File: src/rtl/ss_supervisor_pkg.sv
package ss_supervisor_pkg;
  // Strobes from the fault control to the timer datapath.
  typedef struct packed {
    logic clear;    // zero all timers
    logic countEn;  // timers may advance on a tick
  } timerCtl_t;
endpackage

File: src/rtl/ss_seq_timer.sv
module ss_seq_timer #(
  parameter int LIMIT = 16,
  parameter int W = $clog2(LIMIT + 1)
) (
  input  logic         clk,
  input  logic         rstN,
  input  logic         clear,
  input  logic         advance,
  output logic [W-1:0] count,
  output logic         done
);
  localparam logic [W-1:0] LIM = W'(LIMIT);

  assign done = (count == LIM);

  always_ff @(posedge clk or negedge rstN) begin
    if (!rstN)                 count <= '0;
    else if (clear)            count <= '0;
    else if (advance && !done) count <= count + 1'b1;
  end

  // without an advance or clear the count never moves
  assert_hold_R9: assert property (@(posedge clk) disable iff (!rstN)
    (!advance && !clear) |=> $stable(count));

  // a finished timer saturates until cleared
  assert_saturate_R1: assert property (@(posedge clk) disable iff (!rstN)
    (done && !clear) |=> done);
endmodule

File: src/rtl/ss_datapath.sv
module ss_datapath
  import ss_supervisor_pkg::*;
#(
  parameter int STEP_TICKS    = 128,
  parameter int RAMP_STEPS    = 4,
  parameter int ARM_TICKS     = 5000,
  parameter int RELEASE_TICKS = 32768,
  parameter int CODE_W        = $clog2(RAMP_STEPS + 1)
) (
  input  logic              clk,
  input  logic              rstN,
  input  timerCtl_t         ctl,
  input  logic              cycleTick,
  output logic [CODE_W-1:0] rampCode,
  output logic              uvArmed,
  output logic              releaseDone
);
  localparam int RAMP_TICKS = STEP_TICKS * RAMP_STEPS;
  localparam int MAX_A      = (RAMP_TICKS > ARM_TICKS) ? RAMP_TICKS : ARM_TICKS;
  localparam int MAX_TICKS  = (MAX_A > RELEASE_TICKS) ? MAX_A : RELEASE_TICKS;
  localparam int TW         = $clog2(MAX_TICKS + 1);
  localparam int NTMR       = 3;
  localparam int LIMITS [NTMR] = '{RAMP_TICKS, ARM_TICKS, RELEASE_TICKS};

  logic [TW-1:0] cnt  [NTMR];
  logic          done [NTMR];
  logic          advance;

  assign advance = ctl.countEn && cycleTick;

  for (genvar i = 0; i < NTMR; i++) begin : g_tmr
    ss_seq_timer #(.LIMIT(LIMITS[i]), .W(TW)) u_tmr (
      .clk     (clk),
      .rstN    (rstN),
      .clear   (ctl.clear),
      .advance (advance),
      .count   (cnt[i]),
      .done    (done[i])
    );
  end

  logic [TW-1:0] stepIdx;
  assign stepIdx     = cnt[0] / TW'(STEP_TICKS);
  assign rampCode    = CODE_W'(stepIdx);
  assign uvArmed     = done[1];
  assign releaseDone = done[2];

  logic unusedTimerBits;
  assign unusedTimerBits = ^{cnt[1], cnt[2], done[0]};

  // the code climbs one step at a time or restarts at zero
  assert_ramp_step_R1: assert property (@(posedge clk) disable iff (!rstN)
    !$stable(rampCode) |-> ((rampCode == $past(rampCode) + 1'b1) || (rampCode == '0)));

  assert_ramp_max_R1: assert property (@(posedge clk) disable iff (!rstN)
    rampCode <= CODE_W'(RAMP_STEPS));

  // reset release cannot finish before undervoltage is armed
  assert_order_R2: assert property (@(posedge clk) disable iff (!rstN)
    $rose(releaseDone) |-> uvArmed);
endmodule

File: src/rtl/ss_control.sv
module ss_control
  import ss_supervisor_pkg::*;
#(
  parameter int CODE_W = 3
) (
  input  logic              clk,
  input  logic              rstN,
  input  logic              runEn,
  input  logic              ovFlag,
  input  logic              vinLow,
  input  logic              biasLow,
  input  logic              otFlag,
  input  logic              smpsLow,
  input  logic              ldoLow,
  input  logic              uvArmed,
  input  logic              releaseDone,
  input  logic [CODE_W-1:0] rampCode,
  output timerCtl_t         ctl,
  output logic [CODE_W-1:0] ilimCode,
  output logic              resetN,
  output logic              regEnable,
  output logic              forceLowSide,
  output logic              tristateReq
);
  logic crowbarQ, haltQ, relQ;
  logic crowbarNext, haltNext, faulted;

  assign crowbarNext = crowbarQ || ovFlag || vinLow || biasLow;
  assign haltNext    = haltQ || otFlag || (smpsLow && uvArmed);
  assign faulted     = crowbarQ || haltQ;

  always_ff @(posedge clk or negedge rstN) begin
    if (!rstN) begin
      crowbarQ <= 1'b0;
      haltQ    <= 1'b0;
      relQ     <= 1'b0;
    end else if (!runEn) begin
      crowbarQ <= 1'b0;
      haltQ    <= 1'b0;
      relQ     <= 1'b0;
    end else begin
      crowbarQ <= crowbarNext;
      haltQ    <= haltNext;
      relQ     <= releaseDone && !smpsLow && !ldoLow && !crowbarNext && !haltNext;
    end
  end

  always_comb begin
    ctl.clear    = !runEn;
    ctl.countEn  = runEn && !faulted;
    regEnable    = runEn && !faulted;
    forceLowSide = runEn && crowbarQ;
    tristateReq  = !runEn || (haltQ && !crowbarQ);
    resetN       = runEn && relQ;
    ilimCode     = regEnable ? rampCode : '0;
  end

  // crowbar and floating drivers are mutually exclusive
  assert_excl_R7: assert property (@(posedge clk) disable iff (!rstN)
    forceLowSide |-> (!tristateReq && !regEnable));

  // a crowbar stays latched while the block keeps running
  assert_latch_R5: assert property (@(posedge clk) disable iff (!rstN)
    (runEn && crowbarQ) |=> (forceLowSide || !runEn));

  // a low output flag holds reset on the following cycle
  assert_hold_R3: assert property (@(posedge clk) disable iff (!rstN)
    (smpsLow || ldoLow) |=> !resetN);

  // over-temperature stops switching on the next edge
  assert_trip_R6: assert property (@(posedge clk) disable iff (!rstN)
    otFlag |=> !regEnable);
endmodule

File: src/rtl/ss_supervisor.sv
module ss_supervisor
  import ss_supervisor_pkg::*;
#(
  parameter int STEP_TICKS    = 128,
  parameter int RAMP_STEPS    = 4,
  parameter int ARM_TICKS     = 5000,
  parameter int RELEASE_TICKS = 32768,
  parameter int CODE_W        = $clog2(RAMP_STEPS + 1)
) (
  input  logic              clk,
  input  logic              rstN,
  input  logic              runEn,
  input  logic              cycleTick,
  input  logic              ovFlag,
  input  logic              vinLow,
  input  logic              biasLow,
  input  logic              otFlag,
  input  logic              smpsLow,
  input  logic              ldoLow,
  output logic [CODE_W-1:0] ilimCode,
  output logic              resetN,
  output logic              regEnable,
  output logic              forceLowSide,
  output logic              tristateReq
);
  timerCtl_t         ctl;
  logic [CODE_W-1:0] rampCode;
  logic              uvArmed, releaseDone;

  ss_datapath #(
    .STEP_TICKS(STEP_TICKS), .RAMP_STEPS(RAMP_STEPS), .ARM_TICKS(ARM_TICKS),
    .RELEASE_TICKS(RELEASE_TICKS), .CODE_W(CODE_W)
  ) u_dp (
    .clk(clk), .rstN(rstN), .ctl(ctl), .cycleTick(cycleTick),
    .rampCode(rampCode), .uvArmed(uvArmed), .releaseDone(releaseDone)
  );

  ss_control #(.CODE_W(CODE_W)) u_ctl (
    .clk(clk), .rstN(rstN), .runEn(runEn),
    .ovFlag(ovFlag), .vinLow(vinLow), .biasLow(biasLow), .otFlag(otFlag),
    .smpsLow(smpsLow), .ldoLow(ldoLow),
    .uvArmed(uvArmed), .releaseDone(releaseDone), .rampCode(rampCode),
    .ctl(ctl), .ilimCode(ilimCode), .resetN(resetN), .regEnable(regEnable),
    .forceLowSide(forceLowSide), .tristateReq(tristateReq)
  );
endmodule

File: config.mk
export PLATFORM = sky130hd
export DESIGN_NAME = ss_supervisor
export DESIGN_NICKNAME = d
export VERILOG_FILES = /design/src/rtl/ss_supervisor_pkg.sv /design/src/rtl/ss_seq_timer.sv /design/src/rtl/ss_datapath.sv /design/src/rtl/ss_control.sv /design/src/rtl/ss_supervisor.sv
export SDC_FILE = /design/constraint.sdc
export NUM_CORES = 1
export LEC_CHECK = 0
export BUFFER_PORTS_ARGS = -buffer_cell sky130_fd_sc_hd__buf_2
export CORE_ASPECT_RATIO = 1.4
export CORE_MARGIN = 4
export CORE_UTILIZATION = 37
export CTS_CLUSTER_DIAMETER = 50
export CTS_CLUSTER_SIZE = 14
export DETAILED_ROUTE_END_ITERATION = 10
export PLACE_DENSITY = 0.63
export SYNTH_ARGS = -nofsm -noshare
export SYNTH_HDL_FRONTEND = slang
export SYNTH_HIERARCHICAL = 1
export SYNTH_SLANG_ARGS = --single-unit
File: constraint.sdc
create_clock -name clk -period 7.06 [get_ports clk]
set_clock_uncertainty 0.1 [all_clocks]
set_input_delay 0 -clock clk [delete_from_list [all_inputs] [get_ports clk]]
set_output_delay 0 -clock clk [all_outputs]
set_load 0.03 [all_outputs]
==> flow_summary_export.csv, run 1 <==
group,metric,value,unit
global_route,grt_max_degree,52,
die,rows,37,
pwr,ir_drop,0.1007,mV
clock_tree,clock-sinks,51,
global_route,grt.overflow.total,0,
setup_path,cp.arrival,2.96,ns
detailed_routing,dr.pass1.iters,4,
sta,setup_viol,0,
setup_path,cp_num_buf_inv,0,
pwr,leakage,1.304,nW
sta,worst_slew_pin_slew,0.9431,ns
cells_and_area,antennaDiodeCount,0,
pwr,powerDensity,157.9,nW/um2
die,die_h,112.8,um
cells_and_area,fillerInstances,739,
pwr,p_clk_frac,0.357,
logic_synthesis,yosys_warnings,6,
global_route,grt_usage,0.1382,
sta,drv_slew,0,
sta,hold_ws,0.07498,ns
die,die_area,9343,um2
logic_synthesis,syn-cell-area,2902,um2
global_route,busiest_layer,"met2",
setup_path,cp_slowest_cell,"and2_1",
logic_synthesis,avgSynthCellArea,9.421,um2
placed_design,dp_hpwl,4.187,mm
die,initial_utilization,0.3869,
clock_tree,cts_tree,"built",
setup_path,crit_chain,"nor3b_2 > and2_1 > nand2_1 > nor4_2 > mux2_1",
detailed_routing,wire_per_inst,14.39,um
clock_tree,cts_root_buf,"clkbuf_8",
pwr,swShare,0.2465,
sta,hold_viol_final,0,
cells_and_area,layout.nets,344,
sta,slew_headroom,0.3713,
global_route,antenna_found_initial,0,
setup_path,critical-path-top-delay-family,"simple AND/OR/NAND/NOR gates",
cells_and_area,regArea,1276,um2
die,die_w,82.84,um
cells_and_area,area_delta_synth_final,11.21,%
clock_tree,clk_path_buf_depth,2,
pwr,comb_power_share,0.061,
setup_path,cp-end-kind,"register",
global_route,grt_pass1_wl,10.74,mm
detailed_routing,drt_iter0_drc,82,
min_path,hold_class,"in -> reg",
detailed_routing,remaining_drc_errors,0,
cells_and_area,utilization,0.4303,
detailed_routing,vias,2333,
sta,setup_tns,0,ns
setup_path,critPathLaunchType,"register",
setup_path,cp_slowest_stage_delay,0.81,ns
placed_design,place_congestion,0.7977,
clock_tree,cts_resized,0,
outcome,status,"completed",
flow_run,maxCapViolations,0,
sta,period_needed,2.859,ns
logic_synthesis,synthCells,308,
global_route,first_global_vias,2330,
sta,rsz0062_at_grt,"no",
cells_and_area,multi_input_area,1523,um2
pwr,internal_power,383.8,uW
placed_design,port_buffers,16,
clock_tree,path_clk_slew,0.10,ns
placed_design,dpl_cell_area,3068,um2
sta,fmax,0.3498,GHz
logic_synthesis,synthesis.nets,324,
die,core_area,7500,um2
global_route,use_met1,0.1614,
pwr,p_seq_frac,0.582,
setup_path,worstPathRequired,7.16,ns
clock_tree,postCtsSetupRepairBufs,0,
global_route,grtUsageMet2,0.2350,
clock_tree,clk_latency,0.31,ns
detailed_routing,ant_nets,0,
detailed_routing,viasPerCell,5.477,
setup_path,crit_fanout,28,
sta,fin_crit_sh,0.4050,
cells_and_area,drive_above_1_share,0.1337,
pwr,power_switching,125.6,uW
cells_and_area,finalInstanceArea,3227,um2
global_route,use_met3,0.03277,
clock_tree,htreeDepth,2,
clock_tree,cts_inserted_buffers,5,
detailed_routing,wl,6.132,mm
setup_path,worstSetupPathType,"reg -> reg",
die,top_level_ports,17,
per-layer routing:
layer	up-vias	part of all wire
li1	1139	-
met1	1147	0.44
met2	31	0.50
met3	16	0.029
met4	0	0.031
met5	-	0
stage by stage:
step           power [mW]  setup WS [ns]  instances
2_1_floorplan      0.3182          4.353        308
3_3_place_gp       0.3313          4.296        412
3_5_place_dp       0.3317          4.205        412
4_1_cts            0.5194          4.179        426
5_1_grt            0.5351          3.974        426
6_report           0.5094          4.201        426
sequential cells by signal (all words and copies together) (netlist names):
| register | flops |
|---|---|
| u_ctl/crowbarQ | 1 |
| u_ctl/haltQ | 1 |
| u_ctl/relQ | 1 |
| u_dp/g_tmr.u_tmr/count | 48 |
placed cells by master, fill, tap and decap left out, types with 6 or more instances in the layout:
cell / n
a21oi_1: 13
and2_1: 7
buf_2: 16
clkbuf_8: 6
dfrtp_1: 51
dlygate4sd3_1: 6
ha_1: 6
inv_1: 13
nand2_1: 24
nand4_1: 20
nor2_1: 38
nor2b_1: 8
nor3_1: 8
nor4_1: 8
o21ai_0: 11
or4_1: 9
xnor2_1: 14
xor2_1: 9
final cells by class:
class                           count  share of cell area
Sequential cell                    51              0.3955
Timing Repair Buffer               24             0.04808
Tap cell                           97             0.03761
Clock inverter                      2            0.005041
Clock buffer                        6             0.02559
Multi-Input combinational cell    232              0.4719
Inverter                           14             0.01629
worst min-delay path, stage by stage:
cell	delay [ns]
buf_2	0.12
clkinv_1	0.26
a21oi_1	0.07
repair_timing:
action,4_1_cts,5_1_grt
hold buffers,6,0
hold endpoints to repair,54,0
endpoints found under the setup margin,0,0
path summary, 6_finish.rpt:
path / startpoint / to / slack, ns / cells after the start
min: runEn / u_dp/g_tmr[2].u_tmr/count[14] / 0.07 / 3
max in group asynchronous: rstN / u_dp/g_tmr[2].u_tmr/count[7] / 6.21 / 3
max reg2reg: u_ctl/crowbarQ / u_dp/g_tmr[1].u_tmr/count[12] / 4.20 / 5
min reg2reg: u_dp/g_tmr[1].u_tmr/count[15] / u_dp/g_tmr[1].u_tmr/count[15] / 0.47 / 2
min in group asynchronous: rstN / u_dp/g_tmr[1].u_tmr/count[11] / 0.22 / 3
max: u_ctl/crowbarQ / u_dp/g_tmr[1].u_tmr/count[12] / 4.20 / 5
power groups by stage:
stage	Clock (mW)	Sequential [mW]	Combinational [mW]
2_1_floorplan	0	0.302	0.0166
3_3_place_gp	0	0.302	0.0292
3_5_place_dp	0	0.302	0.0295
4_1_cts	0.191	0.296	0.0317
5_1_grt	0.203	0.297	0.0351
6_report	0.182	0.296	0.0310
Power figures use the tool's default switching activity.
==> inputs of run 2 (changes only) <==
==> constraint.sdc (replaced) <==
create_clock -name clk -period 2.8 [get_ports clk]
set_clock_uncertainty 0.1 [all_clocks]
set_input_delay 0 -clock clk [delete_from_list [all_inputs] [get_ports clk]]
set_output_delay 0 -clock clk [all_outputs]
set_load 0.03 [all_outputs]
==> flow_summary_export.csv, run 2 (synthesized netlist as in run 1, its figures left out) <==
group,metric,value,unit
outcome,status,"completed",
placed_design,dpl_cell_area,3113,um2
cells_and_area,layout.nets,351,
setup_path,critPathLaunchType,"register",
sta,worst_slew_pin_slew,0.6128,ns
cells_and_area,layout_commonest_cell,"dfrtp_1",
detailed_routing,wl,6.366,mm
cells_and_area,largest_reg_flops,48,
setup_path,cp.arrival,2.78,ns
clock_tree,cts_root_buf,"clkbuf_8",
pwr,leakage,1.326,nW
setup_path,r2r-start,"u_dp/g_tmr[1].u_tmr/count[0]",
setup_path,crit_chain,"inv_1 > ha_1 > or4bb_1 > nor4_4 > a211oi_1 > dlygate4sd3_1 > nor2_1",
setup_path,endpoint,"u_ctl/haltQ",
global_route,first_global_vias,2303,
setup_path,crit_start,"u_dp/g_tmr[1].u_tmr/count[0]",
cells_and_area,finalInstanceArea,3256,um2
sta,rsz0062_at_grt,"no",
sta,slew_headroom,0.5890,
detailed_routing,dr.pass1.iters,4,
clock_tree,path_clk_slew,0.09,ns
placed_design,place_congestion,0.8291,
die,initial_utilization,0.3869,
pwr,comb_power_share,0.071,
pwr,internal_power,938.8,uW
sta,hold_viol_final,0,
pwr,p_seq_frac,0.604,
detailed_routing,remaining_drc_errors,0,
sta,setup_tns,0,ns
pwr,power_switching,298.3,uW
die,top_level_ports,17,
sta,fin_crit_sh,0.9433,
die,die_w,82.84,um
cells_and_area,regArea,1276,um2
setup_path,crit_fanout,8,
setup_path,cp_slowest_cell,"dlygate4sd3_1",
global_route,grt_usage,0.1418,
detailed_routing,viasPerCell,5.434,
setup_path,critical-path-top-delay-family,"simple AND/OR/NAND/NOR gates",
cells_and_area,fillerInstances,751,
sta,period_needed,2.641,ns
clock_tree,clock-sinks,51,
global_route,grt.overflow.total,0,
clock_tree,cts_resized,0,
setup_path,r2r_setup_slack,0.16,ns
placed_design,dp_hpwl,4.384,mm
setup_path,reg2reg_depth,7,
clock_tree,cts_inserted_buffers,5,
clock_tree,clk_path_buf_depth,2,
sta,drv_slew,0,
global_route,grt_pass1_wl,10.85,mm
die,rows,37,
detailed_routing,drt_iter0_drc,89,
setup_path,worstSetupPathType,"reg -> reg",
die,core_area,7500,um2
detailed_routing,vias,2342,
pwr,ir_drop,0.1595,mV
min_path,hold_class,"in -> async",
clock_tree,clk_latency,0.31,ns
placed_design,port_buffers,16,
setup_path,cp_num_buf_inv,2,
setup_path,cp_slowest_stage_delay,0.59,ns
setup_path,worstPathRequired,2.94,ns
detailed_routing,wire_per_inst,14.77,um
cells_and_area,final_cell_mix,"51 x dfrtp_1, 38 x nor2_1, 24 x nand2_1",
pwr,p_clk_frac,0.326,
sta,setup_viol,0,
setup_path,r2r-end,"u_ctl/haltQ",
pwr,powerDensity,380.0,nW/um2
detailed_routing,ant_nets,0,
die,die_h,112.8,um
global_route,grt_max_degree,31,
pwr,swShare,0.2411,
global_route,antenna_found_initial,0,
die,die_area,9343,um2
sta,hold_ws,0.08426,ns
cells_and_area,area_delta_synth_final,12.20,%
setup_path,path_depth,7,
sta,fmax,0.3786,GHz
flow_run,maxCapViolations,0,
setup_path,cp-end-kind,"register",
clock_tree,htreeDepth,2,
clock_tree,cts_tree,"built",
cells_and_area,top_register,"u_dp/g_tmr.u_tmr/count",
cells_and_area,multi_input_area,1523,um2
cells_and_area,drive_above_1_share,0.1407,
cells_and_area,utilization,0.4341,
cells_and_area,antennaDiodeCount,0,
==> run 2: layer usage <==
metal | part of all wire | global-route usage | vias to the layer above | routed length, um
met5 | 0 | 0 | - | 0
met3 | 0.020 | 0.02476 | 11 | 127
li1 | - | - | 1158 | -
met4 | 0.028 | 0.06543 | 0 | 180
met2 | 0.53 | 0.2596 | 29 | 3352
met1 | 0.43 | 0.1590 | 1144 | 2706
==> run 2: what timing repair did <==
action / in CTS / in global routing
hold endpoints to repair: 24 / 0
buffers inserted: 0 / 0
hold buffers: 7 / 0
==> run 2: through the flow <==
| step | cells | power (mW) | setup WS [ns] |
|---|---|---|---|
| floorplan | 308 | 0.8024 | 0.09293 |
| global placement | 418 | 0.8409 | 0.5306 |
| detailed placement | 418 | 0.8416 | 0.4458 |
| CTS | 431 | 1.256 | 0.1851 |
| global route | 431 | 1.290 | 0.003388 |
| finish | 431 | 1.237 | 0.1588 |
==> run 2: area by class of cell <==
class,instances,area share
sequential,51,0.3920
clock buffer,6,0.02229
inverter,14,0.01614
tap,97,0.03728
multi-input combinational,232,0.4677
timing repair buffer,31,0.06457
==> run 2: worst min path at each step <==
stage	startpoint	cells past startpoint	slack (ns)	endpoint
6_report	rstN	2	0.08	u_dp/g_tmr[1].u_tmr/count[13]
5_1_grt	runEn	3	0.09	u_ctl/relQ
4_1_cts	runEn	3	0.05	u_ctl/relQ
3_5_place_dp	rstN	1	-0.10	u_dp/g_tmr[1].u_tmr/count[11]
3_3_place_gp	rstN	1	-0.10	u_ctl/relQ
2_1_floorplan	rstN	0	-0.40	u_ctl/crowbarQ
==> run 2: power by group through the flow <==
stage          clock network, mW  registers, mW  logic (mW)
2_1_floorplan                  0          0.761      0.0418
3_3_place_gp                   0          0.761      0.0797
3_5_place_dp                   0          0.761      0.0802
4_1_cts                    0.421          0.747      0.0880
5_1_grt                    0.444          0.748      0.0988
6_report                   0.403          0.747      0.0872
